==> src/rtl/bkpt_pkg.sv <==
// Shared definitions for the bus cycle breakpoint comparator.
// Assumes register words of 16 bits and two control attributes per cycle.
package bkpt_pkg;

    typedef enum logic [1:0] {
        BK_PROG   = 2'd0,
        BK_SINGLE = 2'd1,
        BK_MULTI  = 2'd2,
        BK_OFF    = 2'd3
    } bk_mode_e;

    localparam int CTRL_BITS = 2;
    localparam int CB_INSTR  = 0;  // cycle type attribute position
    localparam int CB_READ   = 1;  // access direction attribute position

    localparam logic [2:0] RI_ACMP_LO = 3'd0;
    localparam logic [2:0] RI_ACMP_HI = 3'd1;
    localparam logic [2:0] RI_AMSK_LO = 3'd2;
    localparam logic [2:0] RI_AMSK_HI = 3'd3;
    localparam logic [2:0] RI_CCMP    = 3'd4;
    localparam logic [2:0] RI_CMSK    = 3'd5;

endpackage

==> src/rtl/bkpt_regs.sv <==
// Register file of the breakpoint comparator.
// Holds the address compare/mask values (split over two words) and the
// 2-bit control compare/mask words. Unimplemented bits read as zero.
// Assumes DATA_W < ADDR_W <= 2*DATA_W.
module bkpt_regs
    import bkpt_pkg::*;
#(
    parameter int ADDR_W = 24,
    parameter int DATA_W = 16
) (
    input  logic                 clk,
    input  logic                 rst_n,
    input  logic                 wr_en,
    input  logic [2:0]           idx,
    input  logic [DATA_W-1:0]    wdata,
    output logic [DATA_W-1:0]    rdata,
    output logic [ADDR_W-1:0]    acmp,
    output logic [ADDR_W-1:0]    amask,
    output logic [CTRL_BITS-1:0] ccmp,
    output logic [CTRL_BITS-1:0] cmask
);

    localparam int SPAN = 2 * DATA_W;

    logic [ADDR_W-1:0]    acmp_q;
    logic [ADDR_W-1:0]    amask_q;
    logic [CTRL_BITS-1:0] ccmp_q;
    logic [CTRL_BITS-1:0] cmask_q;
    logic [SPAN-1:0]      acmp_pad;
    logic [SPAN-1:0]      amask_pad;

    // Per address bit storage: each bit belongs to the low or high word.
    for (genvar gb = 0; gb < ADDR_W; gb++) begin : g_abit
        localparam logic [2:0] CMP_IDX = 3'(32'(RI_ACMP_LO) + gb / DATA_W);
        localparam logic [2:0] MSK_IDX = 3'(32'(RI_AMSK_LO) + gb / DATA_W);

        // Store one compare bit and one mask bit when its word is written.
        always_ff @(posedge clk) begin
            if (!rst_n) begin
                acmp_q[gb]  <= 1'b0;
                amask_q[gb] <= 1'b0;
            end else if (wr_en) begin
                if (idx == CMP_IDX) acmp_q[gb]  <= wdata[gb % DATA_W];
                if (idx == MSK_IDX) amask_q[gb] <= wdata[gb % DATA_W];
            end
        end
    end

    // Store the two control words, keeping only their low bits.
    always_ff @(posedge clk) begin
        if (!rst_n) begin
            ccmp_q  <= '0;
            cmask_q <= '0;
        end else if (wr_en) begin
            if (idx == RI_CCMP) ccmp_q  <= wdata[CTRL_BITS-1:0];
            if (idx == RI_CMSK) cmask_q <= wdata[CTRL_BITS-1:0];
        end
    end

    assign acmp_pad  = SPAN'(acmp_q);
    assign amask_pad = SPAN'(amask_q);

    // Read multiplexer with zero fill for unused bits and indices.
    always_comb begin
        rdata = '0;
        unique case (idx)
            RI_ACMP_LO: rdata = acmp_pad[DATA_W-1:0];
            RI_ACMP_HI: rdata = acmp_pad[SPAN-1:DATA_W];
            RI_AMSK_LO: rdata = amask_pad[DATA_W-1:0];
            RI_AMSK_HI: rdata = amask_pad[SPAN-1:DATA_W];
            RI_CCMP:    rdata = DATA_W'(ccmp_q);
            RI_CMSK:    rdata = DATA_W'(cmask_q);
            default:    rdata = '0;
        endcase
    end

    assign acmp  = acmp_q;
    assign amask = amask_q;
    assign ccmp  = ccmp_q;
    assign cmask = cmask_q;


    ctrl_write_keep_chk: assert property (@(posedge clk) disable iff (!rst_n)
        (wr_en && idx == RI_CCMP) |=> (ccmp == $past(wdata[CTRL_BITS-1:0])));

endmodule

==> src/rtl/bkpt_addr_cmp.sv <==
// Masked address comparator.
// A mask bit of 1 removes that address bit from the equality test.
// Purely combinational; assumes inputs are stable within the cycle.
module bkpt_addr_cmp #(
    parameter int ADDR_W = 24
) (
    input  logic [ADDR_W-1:0] addr,
    input  logic [ADDR_W-1:0] cmp,
    input  logic [ADDR_W-1:0] mask,
    output logic              match
);

    logic [ADDR_W-1:0] diff;

    // Bits that differ and are not excluded by the mask.
    always_comb begin
        diff  = (addr ^ cmp) & ~mask;
        match = (diff == '0);
    end

endmodule

==> src/rtl/bkpt_ctrl_cmp.sv <==
// Control attribute comparator for direction and cycle type.
// Each attribute matches when it equals its compare bit or its mask bit
// is set; the overall match is the AND over all attributes.
module bkpt_ctrl_cmp
    import bkpt_pkg::*;
(
    input  logic [CTRL_BITS-1:0] attr,
    input  logic [CTRL_BITS-1:0] cmp,
    input  logic [CTRL_BITS-1:0] mask,
    output logic                 match
);

    logic [CTRL_BITS-1:0] bit_ok;

    for (genvar gi = 0; gi < CTRL_BITS; gi++) begin : g_cbit
        // One attribute: masked out or equal to the programmed value.
        assign bit_ok[gi] = mask[gi] | (cmp[gi] == attr[gi]);
    end

    assign match = &bit_ok;

endmodule

==> src/rtl/bus_bkpt_unit.sv <==
// Bus cycle breakpoint comparator top.
// Combines the address and control matches according to the mode, gates
// with the cycle strobe and registers the result for one clock. The break
// line is split into drive value, drive enable and pad input.
// Assumes bus inputs are synchronous to clk.
module bus_bkpt_unit
    import bkpt_pkg::*;
#(
    parameter int ADDR_W = 24,
    parameter int DATA_W = 16
) (
    input  logic              clk,
    input  logic              rst_n,
    input  logic              reg_wr_en,
    input  logic [2:0]        reg_idx,
    input  logic [DATA_W-1:0] reg_wdata,
    output logic [DATA_W-1:0] reg_rdata,
    input  logic              bus_valid,
    input  logic [ADDR_W-1:0] bus_addr,
    input  logic              bus_read,
    input  logic              bus_instr,
    input  logic [1:0]        brk_mode,
    input  logic              brk_in,
    output logic              brk_out,
    output logic              brk_out_en,
    output logic              hit
);

    logic [ADDR_W-1:0]    acmp;
    logic [ADDR_W-1:0]    amask;
    logic [CTRL_BITS-1:0] ccmp;
    logic [CTRL_BITS-1:0] cmask;
    logic [CTRL_BITS-1:0] attr;
    logic                 addr_hit;
    logic                 ctrl_hit;
    logic                 local_hit;
    logic                 match_now;
    logic                 hit_q;
    logic                 brk_q;
    bk_mode_e             mode;

    assign mode           = bk_mode_e'(brk_mode);
    assign attr[CB_READ]  = bus_read;
    assign attr[CB_INSTR] = bus_instr;

    bkpt_regs #(.ADDR_W(ADDR_W), .DATA_W(DATA_W)) i_regs (
        .clk   (clk),
        .rst_n (rst_n),
        .wr_en (reg_wr_en),
        .idx   (reg_idx),
        .wdata (reg_wdata),
        .rdata (reg_rdata),
        .acmp  (acmp),
        .amask (amask),
        .ccmp  (ccmp),
        .cmask (cmask)
    );

    bkpt_addr_cmp #(.ADDR_W(ADDR_W)) i_addr_cmp (
        .addr  (bus_addr),
        .cmp   (acmp),
        .mask  (amask),
        .match (addr_hit)
    );

    bkpt_ctrl_cmp i_ctrl_cmp (
        .attr  (attr),
        .cmp   (ccmp),
        .mask  (cmask),
        .match (ctrl_hit)
    );

    // Mode-dependent combination of the comparator results.
    always_comb begin
        unique case (mode)
            BK_PROG:   local_hit = addr_hit;
            BK_SINGLE: local_hit = addr_hit & ctrl_hit;
            BK_MULTI:  local_hit = addr_hit & ctrl_hit & brk_in;
            default:   local_hit = 1'b0;
        endcase
        match_now = bus_valid & local_hit;
    end

    // Register the hit and the break line drive for one clock.
    always_ff @(posedge clk) begin
        if (!rst_n) begin
            hit_q <= 1'b0;
            brk_q <= 1'b0;
        end else begin
            hit_q <= match_now;
            brk_q <= match_now && (mode == BK_SINGLE);
        end
    end

    assign hit        = hit_q;
    assign brk_out    = brk_q;
    assign brk_out_en = (mode == BK_SINGLE);


    single_drive_chk: assert property (@(posedge clk) disable iff (!rst_n)
        (bus_valid && mode == BK_SINGLE && addr_hit && ctrl_hit) |=> (brk_out && hit));


    multi_gate_chk: assert property (@(posedge clk) disable iff (!rst_n)
        (mode == BK_MULTI && !brk_in) |=> !hit);


    prog_addr_only_chk: assert property (@(posedge clk) disable iff (!rst_n)
        (bus_valid && mode == BK_PROG && addr_hit) |=> hit);


    idle_no_hit_chk: assert property (@(posedge clk) disable iff (!rst_n)
        !bus_valid |=> !hit);


    off_no_hit_chk: assert property (@(posedge clk) disable iff (!rst_n)
        (mode == BK_OFF) |=> !hit);

endmodule

==> config.mk <==
export PLATFORM = sky130hd
export DESIGN_NAME = bus_bkpt_unit
export DESIGN_NICKNAME = d
export VERILOG_FILES = /design/src/rtl/bkpt_pkg.sv /design/src/rtl/bkpt_regs.sv /design/src/rtl/bkpt_addr_cmp.sv /design/src/rtl/bkpt_ctrl_cmp.sv /design/src/rtl/bus_bkpt_unit.sv
export SDC_FILE = /design/constraint.sdc
export NUM_CORES = 1
export LEC_CHECK = 0
export ABC_CLOCK_PERIOD_IN_PS = 4900
export BUFFER_PORTS_ARGS = -buffer_cell sky130_fd_sc_hd__buf_4
export CAP_MARGIN = 0
export CELL_PAD_IN_SITES_DETAIL_PLACEMENT = 0
export CELL_PAD_IN_SITES_GLOBAL_PLACEMENT = 1
export CORE_MARGIN = 2
export CORE_UTILIZATION = 42
export CTS_CLUSTER_DIAMETER = 40
export DETAILED_ROUTE_END_ITERATION = 8
export MAX_ROUTING_LAYER = met4
export PLACE_DENSITY_LB_ADDON = 0.25
export SYNTH_ARGS = -nofsm -noshare
export SYNTH_HDL_FRONTEND = slang
export SYNTH_HIERARCHICAL = 1
export SYNTH_SLANG_ARGS = --single-unit
==> constraint.sdc <==
create_clock -name clk -period 4.9 [get_ports clk]
set_clock_uncertainty 0.15 [all_clocks]
set_input_delay 1.225 -clock clk [delete_from_list [all_inputs] [get_ports clk]]
set_output_delay 1.225 -clock clk [all_outputs]
set_load 0.02 [all_outputs]
==> results.ini, run 1 <==
[sta]
fin_hold_ws_ns=0.3373
timing.setup.tns_ns=0
relSlewSlack_pct=28.68
drv_slew=0
finalCriticalPeriod_ns=3.796
fmax_mhz=263.4
min_period_over_period_pct=77.48
rsz0062_at_grt=no
hold_violations=0
setup_viol=0
tightest_slew_ns=1.065

[grt]
grt_pass1_vias=2214
grt_use_total_pct=19.71
overflow=0
grt_pass1_wl_mm=11.08
antenna_found_initial=0
grt_start_max_net_pins=70

[worst_setup_path]
crit_fanout=28
r2r_slack_ns=3.17
crit_buf_inv=2
cp_slowest_cell=mux4_2
end_kind=primary output
crit_top_cell=buf_4
required_ns=3.52
start_kind=input port
cp.arrival_ns=2.42
max_stage_delay_ns=0.54
cp-startpoint=reg_idx[1]
crit_family=multiplexers
path_class=input port to primary output
r2r-start=i_regs/acmp[20]$_SDFFE_PN0P_
cp_cell_sequence=buf_4 > mux4_2 > nor2b_1 > buf_4

[synth]
avgSynthCellArea_um2=8.961
syn_area_mm2=0.002823
synth_area_leaders=dfxtp_1 38%, mux2i_1 8.2%, xnor2_1 8.1%
synth_seq_cells=54
async_flop_share_pct=0
ys_types=37
ys.warnings.count=6
netlist.area_leader.share_pct=38.30
synth_edf_count=0
synth-seq-area-share_pct=38.30
yosysMostFrequentCell=dfxtp_1
yosysTopAreaCell=dfxtp_1
synth-main-ff-cell=dfxtp_1
ys_top_cells_by_count=54 x dfxtp_1, 48 x nand2_1, 26 x xnor2_1
syn-num-nets=367
synth_cells=315

[run]
maxCapViolCount=0

[drt]
dr.pass1.iters=4
drc=0
viasPerCell=5.263
postRouteAntennaNets=0
wirelength_mm=6.965
avgRoutedWirePerCell_um=15.55
drt_iter0_drc=151
route.vias.total=2358

[clocking]
hold_buffers=0
cts_setup_buffers=0
numCtsBuffers=5
cts_resized=0
clkTransAtPathRegs_ns=0.09
clkLatencyLatePin_ns=0.31
cts.sinks=54
cts.root.buffer_cell=clkbuf_8
cts_tree=done
ctsHtreeMaxLevel=2
clock_path_buffers=2

[die]
initial_core_util_pct=43.95
die_h_um=85.98
rows=29
fp.dieW_um=85.98
dieArea_mm2=0.007393
core_area_mm2=0.006422
ios=71

[place]
place_area_mm2=0.003329
hpwl_mm=4.822
io_buffers=70
placed_cells=440
gp_congestion=0.7955

[cells_and_area]
area_growth_syn_to_layout_pct=23.01
n_antenna_cell=0
nets=422
multi_input_area_mm2=0.001619
fin_cells=448
drive_gt1_share_pct=24.26
design_area_mm2=0.003472
regArea_mm2=0.001081
fill_cells=623

[power_and_ir_drop]
vdd_drop_max_mv=0.1196
leakagePower_nw=1.296
power_density_mw_per_mm2=272.6

[hold_path]
min_path_type=register to register
hold_start=i_regs/acmp[7]$_SDFFE_PN0P_

[run_status]
status=finished clean

[through the flow]
step,power (W),util [%],setup slack (ns)
floorplan,0.0005357,-,1.337
global placement,0.0005901,51.84,1.105
detailed placement,0.0005912,51.84,1.107
CTS,0.0009529,54.06,1.100
global route,0.0009844,54.06,1.063
finish,0.0009465,54.06,1.104
[flip-flops by register name, indices dropped and copies added, names as in the netlist]
register and count:
brk_out 1, i_regs/ccmp 2, i_regs/amask 24, i_regs/acmp 24, i_regs/cmask 2, hit 1
[kinds of logic after synthesis]
family                 synth area share [%]
AND/OR/NAND/NOR                       23.54
AO/OA/AOI/OAI                         12.41
flip-flops                            38.30
multiplexers                          13.34
XOR/XNOR                              8.067
buffers and inverters                 4.344
[placed cells by master (no fill, tap or decap), types with 2 or more instances in the layout]
cell type	count
a21boi_0	6
a21boi_1	10
a31oi_1	3
buf_4	71
bufinv_16	2
clkbuf_8	6
dfxtp_1	54
mux2i_1	23
mux4_2	6
nand2_1	48
nand3_1	25
nand3b_1	3
nand4b_1	2
nor2_1	10
nor2b_1	19
nor3b_1	3
nor4_1	3
o21ai_0	24
o22ai_1	12
xnor2_1	26
[layout make-up]
type / instances / area share (%)
clock buffers: 6 / 2.378
clock inverters: 2 / 1.730
multi-input cells: 238 / 46.63
flip-flops and latches: 54 / 31.14
well taps: 77 / 2.775
repair buffers: 71 / 15.35
[report_power, final]
group / leakage [nW] / internal, W / switching (W)
combinational: 0.788 / 0.0000643 / 0.0000609
sequential: 0.437 / 0.000448 / 0.00000762
clock: 0.0714 / 0.000218 / 0.000148
total: 1.30 / 0.000730 / 0.000216
[metal layers]
| layer | up-vias | wire length [um] | GRT usage [%] |
|---|---|---|---|
| met5 | - | 0 | - |
| met3 | 6 | 408 | 4.620 |
| met2 | 66 | 3026 | 28.61 |
| li1 | 1215 | - | - |
| met4 | 0 | 59 | 4.618 |
| met1 | 1071 | 3470 | 27.77 |
[worst reg2reg max path: stages (launching register included)]
cell,delay (ns)
dfxtp_1,0.35
xnor2_1,0.19
o22ai_1,0.15
nor4_1,0.27
and3_1,0.26
nand3_1,0.11
a31oi_1,0.17
[final timing paths]
kind | end | cells past startpoint
setup / recovery | reg_rdata[7] | 4
hold / removal | i_regs/acmp[7]$_SDFFE_PN0P_ | 2
setup reg to reg | hit$_SDFF_PN0_ | 6
hold reg to reg | i_regs/acmp[7]$_SDFFE_PN0P_ | 2
Note: power is estimated with default switching activity, not from simulation.
==> inputs of run 2 (changes only) <==
--- a/config.mk
+++ b/config.mk
@@ -5,13 +5,13 @@
 export SDC_FILE = /design/constraint.sdc
 export NUM_CORES = 1
 export LEC_CHECK = 0
-export ABC_CLOCK_PERIOD_IN_PS = 4900
+export ABC_CLOCK_PERIOD_IN_PS = 3150
 export BUFFER_PORTS_ARGS = -buffer_cell sky130_fd_sc_hd__buf_4
 export CAP_MARGIN = 0
 export CELL_PAD_IN_SITES_DETAIL_PLACEMENT = 0
 export CELL_PAD_IN_SITES_GLOBAL_PLACEMENT = 1
 export CORE_MARGIN = 2
-export CORE_UTILIZATION = 42
+export CORE_UTILIZATION = 36
 export CTS_CLUSTER_DIAMETER = 40
 export DETAILED_ROUTE_END_ITERATION = 8
 export MAX_ROUTING_LAYER = met4
==> constraint.sdc (replaced) <==
create_clock -name clk -period 3.15 [get_ports clk]
set_clock_uncertainty 0.15 [all_clocks]
set_input_delay 0.7875 -clock clk [delete_from_list [all_inputs] [get_ports clk]]
set_output_delay 0.7875 -clock clk [all_outputs]
set_load 0.02 [all_outputs]
==> run 2 against run 1 <==
Utilization fell by 8.8 points; setup slack got worse by 0.79 ns; largest cell class unchanged; global-route usage fell by 1.9 points; largest power group unchanged; clock-buffer cell count fell by 1; die area rose by 16%.
==> results.ini, run 2 (synthesis results as in run 1) <==
[sta]
fmax_mhz=353.0
timing.setup.tns_ns=0  ; unchanged
tightest_slew_ns=0.6472  ; was 1.065 ns
min_period_over_period_pct=89.93
rsz0062_at_grt=no  ; unchanged
hold_violations=0  ; unchanged
finalCriticalPeriod_ns=2.833
drv_slew=0  ; unchanged
relSlewSlack_pct=56.86  ; was 28.68%
setup_viol=0  ; unchanged

[worst_setup_path]
max_stage_delay_ns=0.53  ; was 0.54 ns
crit_buf_inv=2  ; unchanged
worstRegToRegCells=6  ; unchanged
r2r-start=i_regs/acmp[20]$_SDFFE_PN0P_  ; unchanged
r2r_slack_ns=1.43  ; was 3.17 ns
cp.arrival_ns=1.90  ; was 2.42 ns
end_kind=primary output  ; unchanged
crit_fanout=22  ; was 28
cp-startpoint=reg_idx[0]  ; was reg_idx[1]
crit_family=multiplexers  ; unchanged
cp_slowest_cell=mux4_2  ; unchanged
rr_endpoint=hit$_SDFF_PN0_  ; unchanged
path_class=input port to primary output  ; unchanged
start_kind=input port  ; unchanged
required_ns=2.21  ; was 3.52 ns
worstSetupEndpoint=reg_rdata[3]  ; was reg_rdata[7]
cp.depth=4  ; unchanged
crit_top_cell=buf_4  ; unchanged
cp_cell_sequence=buf_4 > mux4_2 > nor2b_1 > buf_4  ; unchanged

[run_status]
status=finished clean  ; unchanged

[die]
ios=71  ; unchanged
dieArea_mm2=0.008566  ; was 0.007393 mm^2
rows=32  ; was 29
die_h_um=92.55  ; was 85.98 um
core_area_mm2=0.007647  ; was 0.006422 mm^2
initial_core_util_pct=36.91  ; was 43.95%
fp.dieW_um=92.55  ; was 85.98 um

[grt]
grt_pass1_wl_mm=11.48  ; was 11.08 mm
grt_use_total_pct=17.79  ; was 19.71%
grt_start_max_net_pins=70  ; unchanged
grt_pass1_vias=2251  ; was 2214
antenna_found_initial=0  ; unchanged
overflow=0  ; unchanged

[run]
maxCapViolCount=0  ; unchanged

[cells_and_area]
fin_cells=475  ; was 448
drive_gt1_share_pct=24.66  ; was 24.26%
area_growth_syn_to_layout_pct=22.65  ; was 23.01%
regArea_mm2=0.001081  ; unchanged
multi_input_area_mm2=0.001619  ; unchanged
nets=425  ; was 422
mostFrequentLayoutCells=74 x buf_4, 54 x dfxtp_1, 48 x nand2_1, 26 x xnor2_1, 25 x nand3_1  ; was 71 x buf_4, 54 x dfxtp_1, 48 x nand2_1, 26 x xnor2_1, 25 x nand3_1
n_antenna_cell=0  ; unchanged
layout_commonest_cell=buf_4  ; unchanged
fill_cells=801  ; was 623

[drt]
wirelength_mm=7.225  ; was 6.965 mm
drc=0  ; unchanged
avgRoutedWirePerCell_um=15.21  ; was 15.55 um
postRouteAntennaNets=0  ; unchanged
drt_iter0_drc=149  ; was 151
dr.pass1.iters=4  ; unchanged
route.vias.total=2394  ; was 2358
viasPerCell=5.040  ; was 5.263

[clocking]
cts.sinks=54  ; unchanged
numCtsBuffers=5  ; unchanged
cts.root.buffer_cell=clkbuf_8  ; unchanged
clock_path_buffers=2  ; unchanged
clkLatencyLatePin_ns=0.30  ; was 0.31 ns
cts_tree=done  ; unchanged
hold_buffers=0  ; unchanged
ctsHtreeMaxLevel=2  ; unchanged
cts_resized=0  ; unchanged
cts_setup_buffers=0  ; unchanged
clkTransAtPathRegs_ns=0.09  ; about the same

[place]
io_buffers=70  ; unchanged
hpwl_mm=5.118  ; was 4.822 mm
gp_congestion=0.8441  ; was 0.7955
placed_cells=468  ; was 440

[power_and_ir_drop]
power_density_mw_per_mm2=368.6  ; was 272.6 mW/mm^2
leakagePower_nw=1.283  ; was 1.296 nW
vdd_drop_max_mv=0.1919  ; was 0.1196 mV

[hold_path]
min_path_type=register to register  ; unchanged

## run 2: tightest hold or removal path, cell delays in order (launching register included)
cell	delay (ns)
dfxtp_1	0.34
nand2_1	0.06
a21boi_1	0.05
## run 2: through the flow
step	cell area [um^2]	utilization, %	total power, W	hold slack (ns)	setup WS (ns)
global placement	3383	44.24	0.0009218	0.3177	0.3065
finish	3462	45.27	0.001276	0.3351	0.3173
global route	3462	45.27	0.001333	0.3562	0.2440
floorplan	2823	-	0.0008333	0.3076	0.4618
CTS	3462	45.27	0.001288	0.3358	0.2996
detailed placement	3383	44.24	0.0009231	0.3228	0.2982
## run 2: layer usage
metal,wire length [um],part of all wire [%],up-vias,track usage [%]
li1,-,-,1220,-
met2,3065,42,74,25.85
met1,3651,51,1091,25.46
met3,438,6.1,9,3.336
met5,0,0,-,-
met4,69,0.96,0,4.602
## run 2: worst min-delay path by stage
stage / start / to / slack (ns) / depth (start not counted)
2_1_floorplan: i_regs/acmp[6]$_SDFFE_PN0P_ / i_regs/acmp[6]$_SDFFE_PN0P_ / 0.31 / 2
3_3_place_gp: i_regs/acmp[8]$_SDFFE_PN0P_ / i_regs/acmp[8]$_SDFFE_PN0P_ / 0.32 / 2
3_5_place_dp: i_regs/acmp[8]$_SDFFE_PN0P_ / i_regs/acmp[8]$_SDFFE_PN0P_ / 0.32 / 2
4_1_cts: i_regs/acmp[10]$_SDFFE_PN0P_ / i_regs/acmp[10]$_SDFFE_PN0P_ / 0.34 / 2
5_1_grt: i_regs/acmp[13]$_SDFFE_PN0P_ / i_regs/acmp[13]$_SDFFE_PN0P_ / 0.36 / 2
6_report: i_regs/acmp[13]$_SDFFE_PN0P_ / i_regs/acmp[13]$_SDFFE_PN0P_ / 0.34 / 2
## run 2: layout make-up
class | count | area share, %
Multi-Input combinational cell | 238 | 46.77
Tap cell | 102 | 3.686
Sequential cell | 54 | 31.23
Timing Repair Buffer | 74 | 16.05
Clock buffer | 5 | 1.988
Clock inverter | 2 | 0.2891
## run 2: report_power, final
part | switching (W) | internal, W
Combinational | 0.0000954 | 0.000102
Clock | 0.000220 | 0.000150
Sequential | 0.0000124 | 0.000696
